File: src/rtl/nci_pkg.sv
package nci_pkg;
  localparam int unsigned DW     = 32;
  localparam int unsigned STAT_W = 13;
  localparam int unsigned N_SRC  = 12;
  localparam int unsigned RUN_B  = 28;

  // status bit positions
  localparam int unsigned ST_WCMD   = 0;
  localparam int unsigned ST_RDREQ  = 1;
  localparam int unsigned ST_WRREQ  = 2;
  localparam int unsigned ST_SBE    = 3;
  localparam int unsigned ST_DBE    = 4;
  localparam int unsigned ST_CDONE1 = 7;
  localparam int unsigned ST_CDONE0 = 8;
  localparam int unsigned ST_PDONE1 = 9;
  localparam int unsigned ST_PDONE0 = 10;
  localparam int unsigned ST_RDY    = 11;
  localparam int unsigned ST_PERR   = 12;

  // bits that hold state; 5 and 6 are tied to zero
  localparam logic [STAT_W-1:0] ST_IMPL = 13'h1F9F;

  typedef struct packed {
    logic       cs;
    logic [2:0] kind;
    logic       dbl;
    logic [2:0] naddr;
    logic [7:0] op2;
    logic [7:0] op1;
  } cmd_fields_t;
endpackage

File: src/rtl/nci_ctrl_reg.sv
module nci_ctrl_reg
  import nci_pkg::*;
(
  input  logic             clk_i,
  input  logic             rst_ni,
  input  logic             we_i,
  input  logic             run_d_i,
  input  logic [N_SRC-1:0] mask_d_i,
  output logic             run_o,
  output logic [N_SRC-1:0] mask_o,
  output logic             run_rise_o,
  output logic             run_fall_o
);
  logic             run_q;
  logic [N_SRC-1:0] mask_q;

  always_ff @(posedge clk_i or negedge rst_ni) begin
    if (!rst_ni) begin
      run_q  <= 1'b0;
      mask_q <= '1;
    end else if (we_i) begin
      run_q  <= run_d_i;
      mask_q <= mask_d_i;
    end
  end

  assign run_rise_o = we_i &&  run_d_i && !run_q;
  assign run_fall_o = we_i && !run_d_i &&  run_q;
  assign run_o      = run_q;
  assign mask_o     = mask_q;
endmodule

File: src/rtl/nci_status_reg.sv
module nci_status_reg
  import nci_pkg::*;
(
  input  logic              clk_i,
  input  logic              rst_ni,
  input  logic [STAT_W-1:0] set_i,
  input  logic [STAT_W-1:0] clr_i,
  output logic [STAT_W-1:0] stat_o
);
  logic [STAT_W-1:0] stat_q;

  // set has priority over a write-one clear in the same cycle
  always_ff @(posedge clk_i or negedge rst_ni) begin
    if (!rst_ni) stat_q <= '0;
    else         stat_q <= ((stat_q & ~clr_i) | set_i) & ST_IMPL;
  end

  assign stat_o = stat_q;
endmodule

File: src/rtl/nci_cmd_collect.sv
module nci_cmd_collect #(
  parameter int unsigned N_WORDS = 3,
  parameter int unsigned DW      = 32
) (
  input  logic                        clk_i,
  input  logic                        rst_ni,
  input  logic                        run_rise_i,
  input  logic                        run_fall_i,
  input  logic                        we_i,
  input  logic [DW-1:0]               wdata_i,
  output logic [N_WORDS-1:0][DW-1:0]  words_o,
  output logic                        valid_o,
  output logic                        drop_o
);
  localparam int unsigned CNT_W = (N_WORDS > 1) ? $clog2(N_WORDS) : 1;
  localparam logic [CNT_W-1:0] LAST = CNT_W'(N_WORDS - 1);

  logic             armed_q;
  logic [CNT_W-1:0] cnt_q;
  logic             valid_q;
  logic             take;

  assign take   = we_i && armed_q;
  assign drop_o = we_i && !armed_q;

  always_ff @(posedge clk_i or negedge rst_ni) begin
    if (!rst_ni) begin
      armed_q <= 1'b0;
      cnt_q   <= '0;
      valid_q <= 1'b0;
    end else begin
      valid_q <= 1'b0;
      if (run_rise_i) begin
        armed_q <= 1'b1;
        cnt_q   <= '0;
      end else if (run_fall_i) begin
        armed_q <= 1'b0;
        cnt_q   <= '0;
      end else if (take) begin
        if (cnt_q == LAST) begin
          armed_q <= 1'b0;
          cnt_q   <= '0;
          valid_q <= 1'b1;
        end else begin
          cnt_q <= cnt_q + 1'b1;
        end
      end
    end
  end

  for (genvar g = 0; g < N_WORDS; g++) begin : g_word
    logic [DW-1:0] word_q;
    always_ff @(posedge clk_i or negedge rst_ni) begin
      if (!rst_ni)                          word_q <= '0;
      else if (take && cnt_q == CNT_W'(g))  word_q <= wdata_i;
    end
    assign words_o[g] = word_q;
  end

  assign valid_o = valid_q;
endmodule

File: src/rtl/nci_cmd_decode.sv
module nci_cmd_decode
  import nci_pkg::*;
(
  // word 0 with bit 20 removed: {w0[24:21], w0[19:0]}
  input  logic [23:0]  w0_i,
  output cmd_fields_t  fields_o
);
  always_comb begin
    fields_o.op1   = w0_i[7:0];
    fields_o.op2   = w0_i[15:8];
    fields_o.naddr = w0_i[18:16];
    fields_o.dbl   = w0_i[19];
    fields_o.kind  = w0_i[22:20];
    fields_o.cs    = w0_i[23];
  end
endmodule

File: src/rtl/nand_cmd_intake.sv
module nand_cmd_intake
  import nci_pkg::*;
#(
  parameter int unsigned ADDR_W   = 8,
  parameter int unsigned N_WORDS  = 3,
  parameter int unsigned CTRL_OFF = 'h00,
  parameter int unsigned STAT_OFF = 'h04,
  parameter int unsigned CMD_OFF  = 'h08
) (
  input  logic                  clk_i,
  input  logic                  rst_ni,
  input  logic                  wr_en_i,
  input  logic [ADDR_W-1:0]     addr_i,
  input  logic [31:0]           wdata_i,
  output logic [31:0]           rdata_o,
  input  logic                  be_cs_i,
  input  logic                  be_rd_req_i,
  input  logic                  be_wr_req_i,
  input  logic                  be_sbe_i,
  input  logic                  be_dbe_i,
  input  logic                  be_cmd_done_i,
  input  logic                  be_page_done_i,
  input  logic                  be_ready_i,
  output logic                  cmd_valid_o,
  output logic [32*N_WORDS-1:0] cmd_words_o,
  output logic [7:0]            cmd_op1_o,
  output logic [7:0]            cmd_op2_o,
  output logic [2:0]            cmd_naddr_o,
  output logic                  cmd_dbl_o,
  output logic [2:0]            cmd_kind_o,
  output logic                  cmd_cs_o,
  output logic                  irq_o
);
  logic ctrl_we, stat_we, cmd_we;
  assign ctrl_we = wr_en_i && (addr_i == ADDR_W'(CTRL_OFF));
  assign stat_we = wr_en_i && (addr_i == ADDR_W'(STAT_OFF));
  assign cmd_we  = wr_en_i && (addr_i == ADDR_W'(CMD_OFF));

  logic             run_q, run_rise, run_fall;
  logic [N_SRC-1:0] mask_q;

  nci_ctrl_reg u_ctrl (
    .clk_i      (clk_i),
    .rst_ni     (rst_ni),
    .we_i       (ctrl_we),
    .run_d_i    (wdata_i[RUN_B]),
    .mask_d_i   (wdata_i[N_SRC-1:0]),
    .run_o      (run_q),
    .mask_o     (mask_q),
    .run_rise_o (run_rise),
    .run_fall_o (run_fall)
  );

  logic [N_WORDS-1:0][DW-1:0] words;
  logic                       cmd_drop;

  nci_cmd_collect #(.N_WORDS(N_WORDS), .DW(DW)) u_collect (
    .clk_i      (clk_i),
    .rst_ni     (rst_ni),
    .run_rise_i (run_rise),
    .run_fall_i (run_fall),
    .we_i       (cmd_we),
    .wdata_i    (wdata_i),
    .words_o    (words),
    .valid_o    (cmd_valid_o),
    .drop_o     (cmd_drop)
  );

  logic [STAT_W-1:0] stat_set, stat_clr, stat_q;

  always_comb begin
    stat_set            = '0;
    stat_set[ST_WCMD]   = run_rise;
    stat_set[ST_RDREQ]  = be_rd_req_i;
    stat_set[ST_WRREQ]  = be_wr_req_i;
    stat_set[ST_SBE]    = be_sbe_i;
    stat_set[ST_DBE]    = be_dbe_i;
    stat_set[ST_CDONE0] = be_cmd_done_i  && !be_cs_i;
    stat_set[ST_CDONE1] = be_cmd_done_i  &&  be_cs_i;
    stat_set[ST_PDONE0] = be_page_done_i && !be_cs_i;
    stat_set[ST_PDONE1] = be_page_done_i &&  be_cs_i;
    stat_set[ST_RDY]    = be_ready_i;
    stat_set[ST_PERR]   = cmd_drop;
  end

  assign stat_clr = stat_we ? wdata_i[STAT_W-1:0] : '0;

  nci_status_reg u_status (
    .clk_i  (clk_i),
    .rst_ni (rst_ni),
    .set_i  (stat_set),
    .clr_i  (stat_clr),
    .stat_o (stat_q)
  );

  cmd_fields_t fields;

  nci_cmd_decode u_decode (
    .w0_i     ({words[0][24:21], words[0][19:0]}),
    .fields_o (fields)
  );

  assign cmd_words_o = words;
  assign cmd_op1_o   = fields.op1;
  assign cmd_op2_o   = fields.op2;
  assign cmd_naddr_o = fields.naddr;
  assign cmd_dbl_o   = fields.dbl;
  assign cmd_kind_o  = fields.kind;
  assign cmd_cs_o    = fields.cs;

  // protocol-error bit is outside the interrupt sources
  logic irq_q;
  always_ff @(posedge clk_i or negedge rst_ni) begin
    if (!rst_ni) irq_q <= 1'b0;
    else         irq_q <= |(stat_q[N_SRC-1:0] & ~mask_q);
  end
  assign irq_o = irq_q;

  always_comb begin
    rdata_o = '0;
    if (addr_i == ADDR_W'(CTRL_OFF)) begin
      rdata_o[RUN_B]     = run_q;
      rdata_o[N_SRC-1:0] = mask_q;
    end else if (addr_i == ADDR_W'(STAT_OFF)) begin
      rdata_o[STAT_W-1:0] = stat_q;
    end
  end
endmodule

File: config.mk
export PLATFORM = sky130hd
export DESIGN_NAME = nand_cmd_intake
export DESIGN_NICKNAME = d
export VERILOG_FILES = /design/src/rtl/nci_pkg.sv /design/src/rtl/nci_ctrl_reg.sv /design/src/rtl/nci_status_reg.sv /design/src/rtl/nci_cmd_collect.sv /design/src/rtl/nci_cmd_decode.sv /design/src/rtl/nand_cmd_intake.sv
export SDC_FILE = /design/constraint.sdc
export NUM_CORES = 1
export LEC_CHECK = 0
export BUFFER_PORTS_ARGS = -buffer_cell sky130_fd_sc_hd__buf_2
export CELL_PAD_IN_SITES_DETAIL_PLACEMENT = 1
export CELL_PAD_IN_SITES_GLOBAL_PLACEMENT = 1
export CORE_UTILIZATION = 42
export CTS_CLUSTER_SIZE = 8
export DETAILED_ROUTE_END_ITERATION = 10
export GPL_TIMING_DRIVEN = 0
export PLACE_DENSITY = 0.91
export SETUP_SLACK_MARGIN = 0.1
export SYNTH_ARGS = -nofsm -noshare
export SYNTH_HDL_FRONTEND = slang
export SYNTH_HIERARCHICAL = 1
export SYNTH_SLANG_ARGS = --single-unit
File: constraint.sdc
create_clock -name clk_i -period 2.8 [get_ports clk_i]
set_clock_uncertainty 0.2 [all_clocks]
set_input_delay 0.14 -clock clk_i [delete_from_list [all_inputs] [get_ports clk_i]]
set_output_delay 0.14 -clock clk_i [all_outputs]
set_load 0.01 [all_outputs]
* Word-level counts from Yosys, hierarchy flattened
Cells that the tools add are included.
** Storage, ports and cells
- Flip-flop bits (word level) :: 125
** Operators by class
- $add $sub $neg :: 1
- Equal/unequal tests :: 4
- Mux-type cells :: 17
- Bitwise operators :: 5
- Reduce and logical (&&, ||, !) cells :: 26
** Operators by type and width (count)
- $mux 13 :: 2
- $logic_and 1x1->1 :: 16
- $and 13x13->13 :: 1
- $not 13->13 :: 1
- $or 13x13->13 :: 1
- $and 12x12->12 :: 1
- $mux 12 :: 1
- $not 12->12 :: 1
- $reduce_or 12->1 :: 1
- $mux 1 :: 10
- $eq 8x3->1 const B :: 1
- $eq 8x4->1 const B :: 1
- $logic_not 8->1 :: 1
- $mux 2 :: 4
- $reduce_bool 3->1 :: 2
- $logic_not 1->1 :: 4
- $add 2x1->2 const B :: 1
- $eq 2x1->1 const B :: 1
- $eq 2x2->1 const B :: 1
- $logic_not 2->1 :: 1
- $reduce_and 2->1 :: 1

* Logic depth before layout (Yosys ltp)
- Depth in word-level cells :: 6
- Depth in mapped cells :: 9

* By module
Netlist, hierarchy kept.
** By module, submodules not included
- nci_cmd_collect :: times used 1, cells each 221, area each 3887.5 µm²
- nand_cmd_intake :: times used 1, cells each 91, area each 651.9 µm²
- nci_ctrl_reg :: times used 1, cells each 30, area each 568.0 µm²
- nci_status_reg :: times used 1, cells each 36, area each 417.9 µm²
- nci_cmd_decode :: times used 1, cells each 24, area each 180.2 µm²

* Worst setup path before layout
Ideal clock, no wire load.
- Kind :: input -> register
- From :: input addr_i[1]
- To :: register u_collect.g_word[0].word_q[10]
- Arrival time :: 1787 ps
- Setup slack :: 687 ps
- Stages on the path :: 8
- Path through :: nor4_2 and3_4 and3b_2 buf_2 and4bb_1 buf_6 buf_6 mux2_4
** On the way
- Longest elaborated chain between the ends :: 4
** Ends and longest elaborated chain
- start: declaration :: RTL line nand_cmd_intake.sv:13 : input logic [ADDR_W-1:0] addr_i,
- $eq 8x4->1 :: RTL line nand_cmd_intake.sv:37 : assign cmd_we = wr_en_i && (addr_i == ADDR_W'(CMD_OFF));
- $logic_and 1x1->1 :: RTL line nand_cmd_intake.sv:37
- named net cmd_we :: RTL line nand_cmd_intake.sv:34 : logic ctrl_we, stat_we, cmd_we;
- $logic_and 1x1->1 :: RTL line nci_cmd_collect.sv:23 : assign take = we_i && armed_q;
- $logic_and 1x1->1 :: RTL line nci_cmd_collect.sv:55 : else if (take && cnt_q == CNT_W'(g)) word_q <= wdata_i;
- end signal: assignment :: RTL line nci_cmd_collect.sv:55
- end: declaration :: RTL line nci_cmd_collect.sv:52 : logic [DW-1:0] word_q;
The timed path passes the listed nets, and every way through them passes these cells.
A chain may end at the register's enable or synchronous reset.

* Worst setup path in the final report
- From :: input addr_i[1]
- To :: register u_collect.g_word[2].word_q[7]
** On the way
- Longest elaborated chain between the ends :: 4
** Ends and longest elaborated chain (RTL line)
- $eq 8x4->1 :: nand_cmd_intake.sv:37
- $logic_and 1x1->1 :: nand_cmd_intake.sv:37
- named net cmd_we :: nand_cmd_intake.sv:34
- $logic_and 1x1->1 :: nci_cmd_collect.sv:23
- $logic_and 1x1->1 :: nci_cmd_collect.sv:55
- end signal: assignment :: nci_cmd_collect.sv:55
- end: declaration :: nci_cmd_collect.sv:52
The timed path passes the listed nets, and every way through them passes these cells.

==> impl_metrics.sql <==
INSERT INTO impl_metrics (metric_group, metric, value, unit) VALUES
('final_layout', 'fill_cells', '1370', ''),
('final_layout', 'area_growth_syn_to_layout', '40.7', '%'),
('worst_setup_path', 'crit_slowest_cell', 'sky130_fd_sc_hd__nor4_2', ''),
('clock_tree', 'cts-buffers-inserted', '17', ''),
('power', 'swShare', '20.4', '%'),
('worst_setup_path', 'timing.critical_path.to_type', 'flop', ''),
('logic_synthesis', 'syn-mean-instance-area', '14.2', 'sq um'),
('worst_setup_path', 'worstSetupPathType', 'primary input to flop', ''),
('final_layout', 'area_of_the_multi_input_gates', '0.00208', 'sq mm'),
('die', 'core_area', '0.0132', 'sq mm'),
('sta', 'setup_ws', '605', 'ps'),
('routing', 'drt_drc', '0', ''),
('sta', 'fin_tns_setup', '0', 'ps'),
('sta', 'layout_min_cycle_time', '2200', 'ps'),
('die', 'fp.dieW', '118', 'microns'),
('routing', 'initialDrtViolationCount', '133', ''),
('clock_tree', 'cts.repair_timing.setup_buffer_count', '0', ''),
('grt', 'grt_pass1_wl', '26000', 'microns'),
('die', 'start_util', '43.0', '%'),
('routing', 'postRouteWirelength', '16400', 'microns'),
('routing', 'detail_route.vias_per_cell', '4.77', ''),
('clock_tree', 'cts_tree', 'built', ''),
('logic_synthesis', 'ys_warn_count', '6', ''),
('worst_setup_path', 'crit_path_max_fanout', '10', ''),
('grt', 'grt_overflow_total', '0', ''),
('grt', 'antenna_found_initial', '1', ''),
('power', 'internal_power', '3.48', 'mW'),
('sta', 'worst_hold_slack', '43.1', 'ps'),
('power', 'power.net_switching', '894', 'uW'),
('grt', 'grt_max_degree', '76', ''),
('clock_tree', 'cts_max_path_buffers', '2', ''),
('clock_tree', 'htree_levels', '4', ''),
('final_layout', 'antenna-diode-count', '0', ''),
('sta', 'rsz0062_at_grt', 'false', ''),
('sta', 'finalCritPeriodShare', '78.4', '%'),
('worst_setup_path', 'crit_required', '2890', 'ps'),
('power', 'power_frac_clock', '52.4', '%'),
('grt', 'global_route.usage.total', '24.5', '%'),
('power', 'total_leakage_power', '4.53', 'nW'),
('power', 'power.density', '546', 'mW/mm^2'),
('clock_tree', 'clock_latency', '410', 'ps'),
('clock_tree', 'cts_root_buf', 'sky130_fd_sc_hd__clkbuf_16', ''),
('placement', 'dp_hpwl', '10900', 'microns'),
('power', 'max-vdd-ir-drop', '0.385', 'mV'),
('sta', 'final_report_setup_violation_count', '0', ''),
('die', 'design.portCount', '205', ''),
('worst_setup_path', 'critPathMostFrequentCell', 'sky130_fd_sc_hd__buf_2', ''),
('outcome', 'outcome', 'finished, final reports clean', ''),
('worst_hold_path', 'hp-class', 'primary input to async pin', ''),
('logic_synthesis', 'syn_area', '0.00569', 'sq mm'),
('sta', 'tightestPinTransition', '530', 'ps'),
('final_layout', 'nNetsFinal', '719', ''),
('clock_tree', 'clkTransAtPathRegs', '50', 'ps'),
('final_layout', 'regArea', '0.00314', 'sq mm'),
('final_layout', 'drive_above_1_share', '56.9', '%'),
('placement', 'place_ws', '170', 'ps'),
('die', 'num_rows', '42', ''),
('sta', 'max_freq', '0.456', 'GHz'),
('job', 'number_of_max_cap_violations', '0', ''),
('clock_tree', 'total_clock_sinks', '125', ''),
('routing', 'first_pass_iters', '4', ''),
('die', 'die_area', '0.0140', 'sq mm'),
('worst_setup_path', 'critical_path_arrival', '2280', 'ps'),
('logic_synthesis', 'synthCells', '400', ''),
('routing', 'post_detailed_route_wirelength_per_cell', '19.1', 'microns'),
('worst_setup_path', 'cp_slowest_stage_delay', '450', 'ps'),
('placement', 'port_buffers', '185', ''),
('die', 'die-height', '118', 'microns'),
('worst_setup_path', 'worstSetupStartpointType', 'primary input', ''),
('grt', 'first_global_vias', '4680', ''),
('power', 'relative_contribution_of_sequential_cells_to_total_power', '42.0', '%'),
('routing', 'via_count', '4086', ''),
('clock_tree', 'cts_repair_resize_count', '0', ''),
('worst_setup_path', 'cp_cell_sequence', 'buf_2 -> nor4_2 -> and3_4 -> and3b_2 -> buf_2 -> nand4b_2 -> buf_2 -> mux2_1', ''),
('power', 'combPwrFrac', '5.6', '%'),
('sta', 'finalMaxSlewViolations', '0', ''),
('clock_tree', 'hold_fix_buffer_count_after_cts', '45', ''),
('sta', 'hold_violation_count_in_the_final_report', '0', ''),
('sta', 'slew-limit-headroom', '63.7', '%'),
('placement', 'finalWeightedCongestion', '0.774', ''),
('routing', 'final_antenna_net_count', '0', '');
-- cells in the final DEF (no fill, tap or decap), drive strengths merged, types with 2 or more instances in the layout --
| master | count |
|---|---|
| nand3b | 2 |
| and2 | 2 |
| dfrtp | 113 |
| nor2 | 14 |
| mux2i | 12 |
| nor3b | 2 |
| nor2b | 12 |
| inv | 15 |
| dlygate4sd3 | 45 |
| a2111oi | 3 |
| mux2 | 109 |
| conb | 20 |
| clkinv | 3 |
| clkbuf | 26 |
| a21o | 11 |
| a21boi | 2 |
| and3b | 3 |
| buf | 248 |
| dfstp | 12 |
| bufinv | 3 |
| and3 | 12 |
| nand4b | 2 |
-- state kept, by name, summed over array words and instances, names as in the netlist --
name	flops
u_collect/g_word.word_q	96
irq_o	1
u_collect/armed_q	1
u_status/stat_o	11
u_ctrl/run_o	1
u_ctrl/mask_o	12
u_collect/cnt_q	2
u_collect/valid_o	1
-- critical path, delay by kind of cell --
family | cells | cell delay [ps]
buffers and inverters | 3 | 600
AND/OR/NAND/NOR | 4 | 1180
multiplexers | 1 | 370
-- worst paths after layout --
path | from | cells past startpoint | end | slack, ps
min in group clk_i | addr_i[3] | 4 | u_ctrl/mask_o[6]$_DFFE_PN1P_ | 90
max in group asynchronous | rst_ni | 3 | u_ctrl/mask_o[11]$_DFFE_PN1P_ | 1600
max | addr_i[1] | 8 | u_collect/g_word[2].word_q[7]$_DFFE_PN0P_ | 600
min reg2reg | u_collect/g_word[2].word_q[11]$_DFFE_PN0P_ | 1 | u_collect/g_word[2].word_q[11]$_DFFE_PN0P_ | 290
min | rst_ni | 2 | u_collect/g_word[0].word_q[3]$_DFFE_PN0P_ | 40
max reg2reg | u_collect/armed_q$_DFFE_PN0P_ | 4 | u_collect/g_word[2].word_q[7]$_DFFE_PN0P_ | 1000
-- final cells by class --
| cell class | instances | share of cell area [%] |
|---|---|---|
| Sequential cell | 125 | 39.2 |
| Multi-Input combinational cell | 215 | 26.0 |
| Timing Repair Buffer | 231 | 17.6 |
| Clock buffer | 25 | 6.43 |
| Buffer | 63 | 5.95 |
| Tap cell | 176 | 2.75 |
| Clock inverter | 6 | 1.31 |
| Inverter | 15 | 0.703 |
-- power by group through the flow --
stage	combinational, mW	sequential [mW]	clock, mW
3_5_place_dp	0.193	1.87	0
4_1_cts	0.241	1.84	2.33
6_report	0.243	1.84	2.29
5_1_grt	0.267	1.84	2.42
2_1_floorplan	0.0798	1.87	0
3_3_place_gp	0.179	1.87	0
-- per-layer routing --
metal	vias to the layer above	global-route usage, %	share of wire [%]
li1	1844	-	-
met3	29	5.50	4.8
met2	143	44.5	54
met1	2068	28.3	39
met4	2	8.62	1.9
met5	-	0	0.079
-- through the flow --
stage	cell area (sq um)	std cells	util, %	power (mW)
after CTS	8010	856	60.5	4.41
after detailed placement	6940	780	52.4	2.06
after global placement	6910	779	52.2	2.05
final	8010	856	60.5	4.38
after floorplan	5760	418	-	1.95
after global routing	8010	856	60.5	4.53
Note: power is estimated with default switching activity, not from simulation.
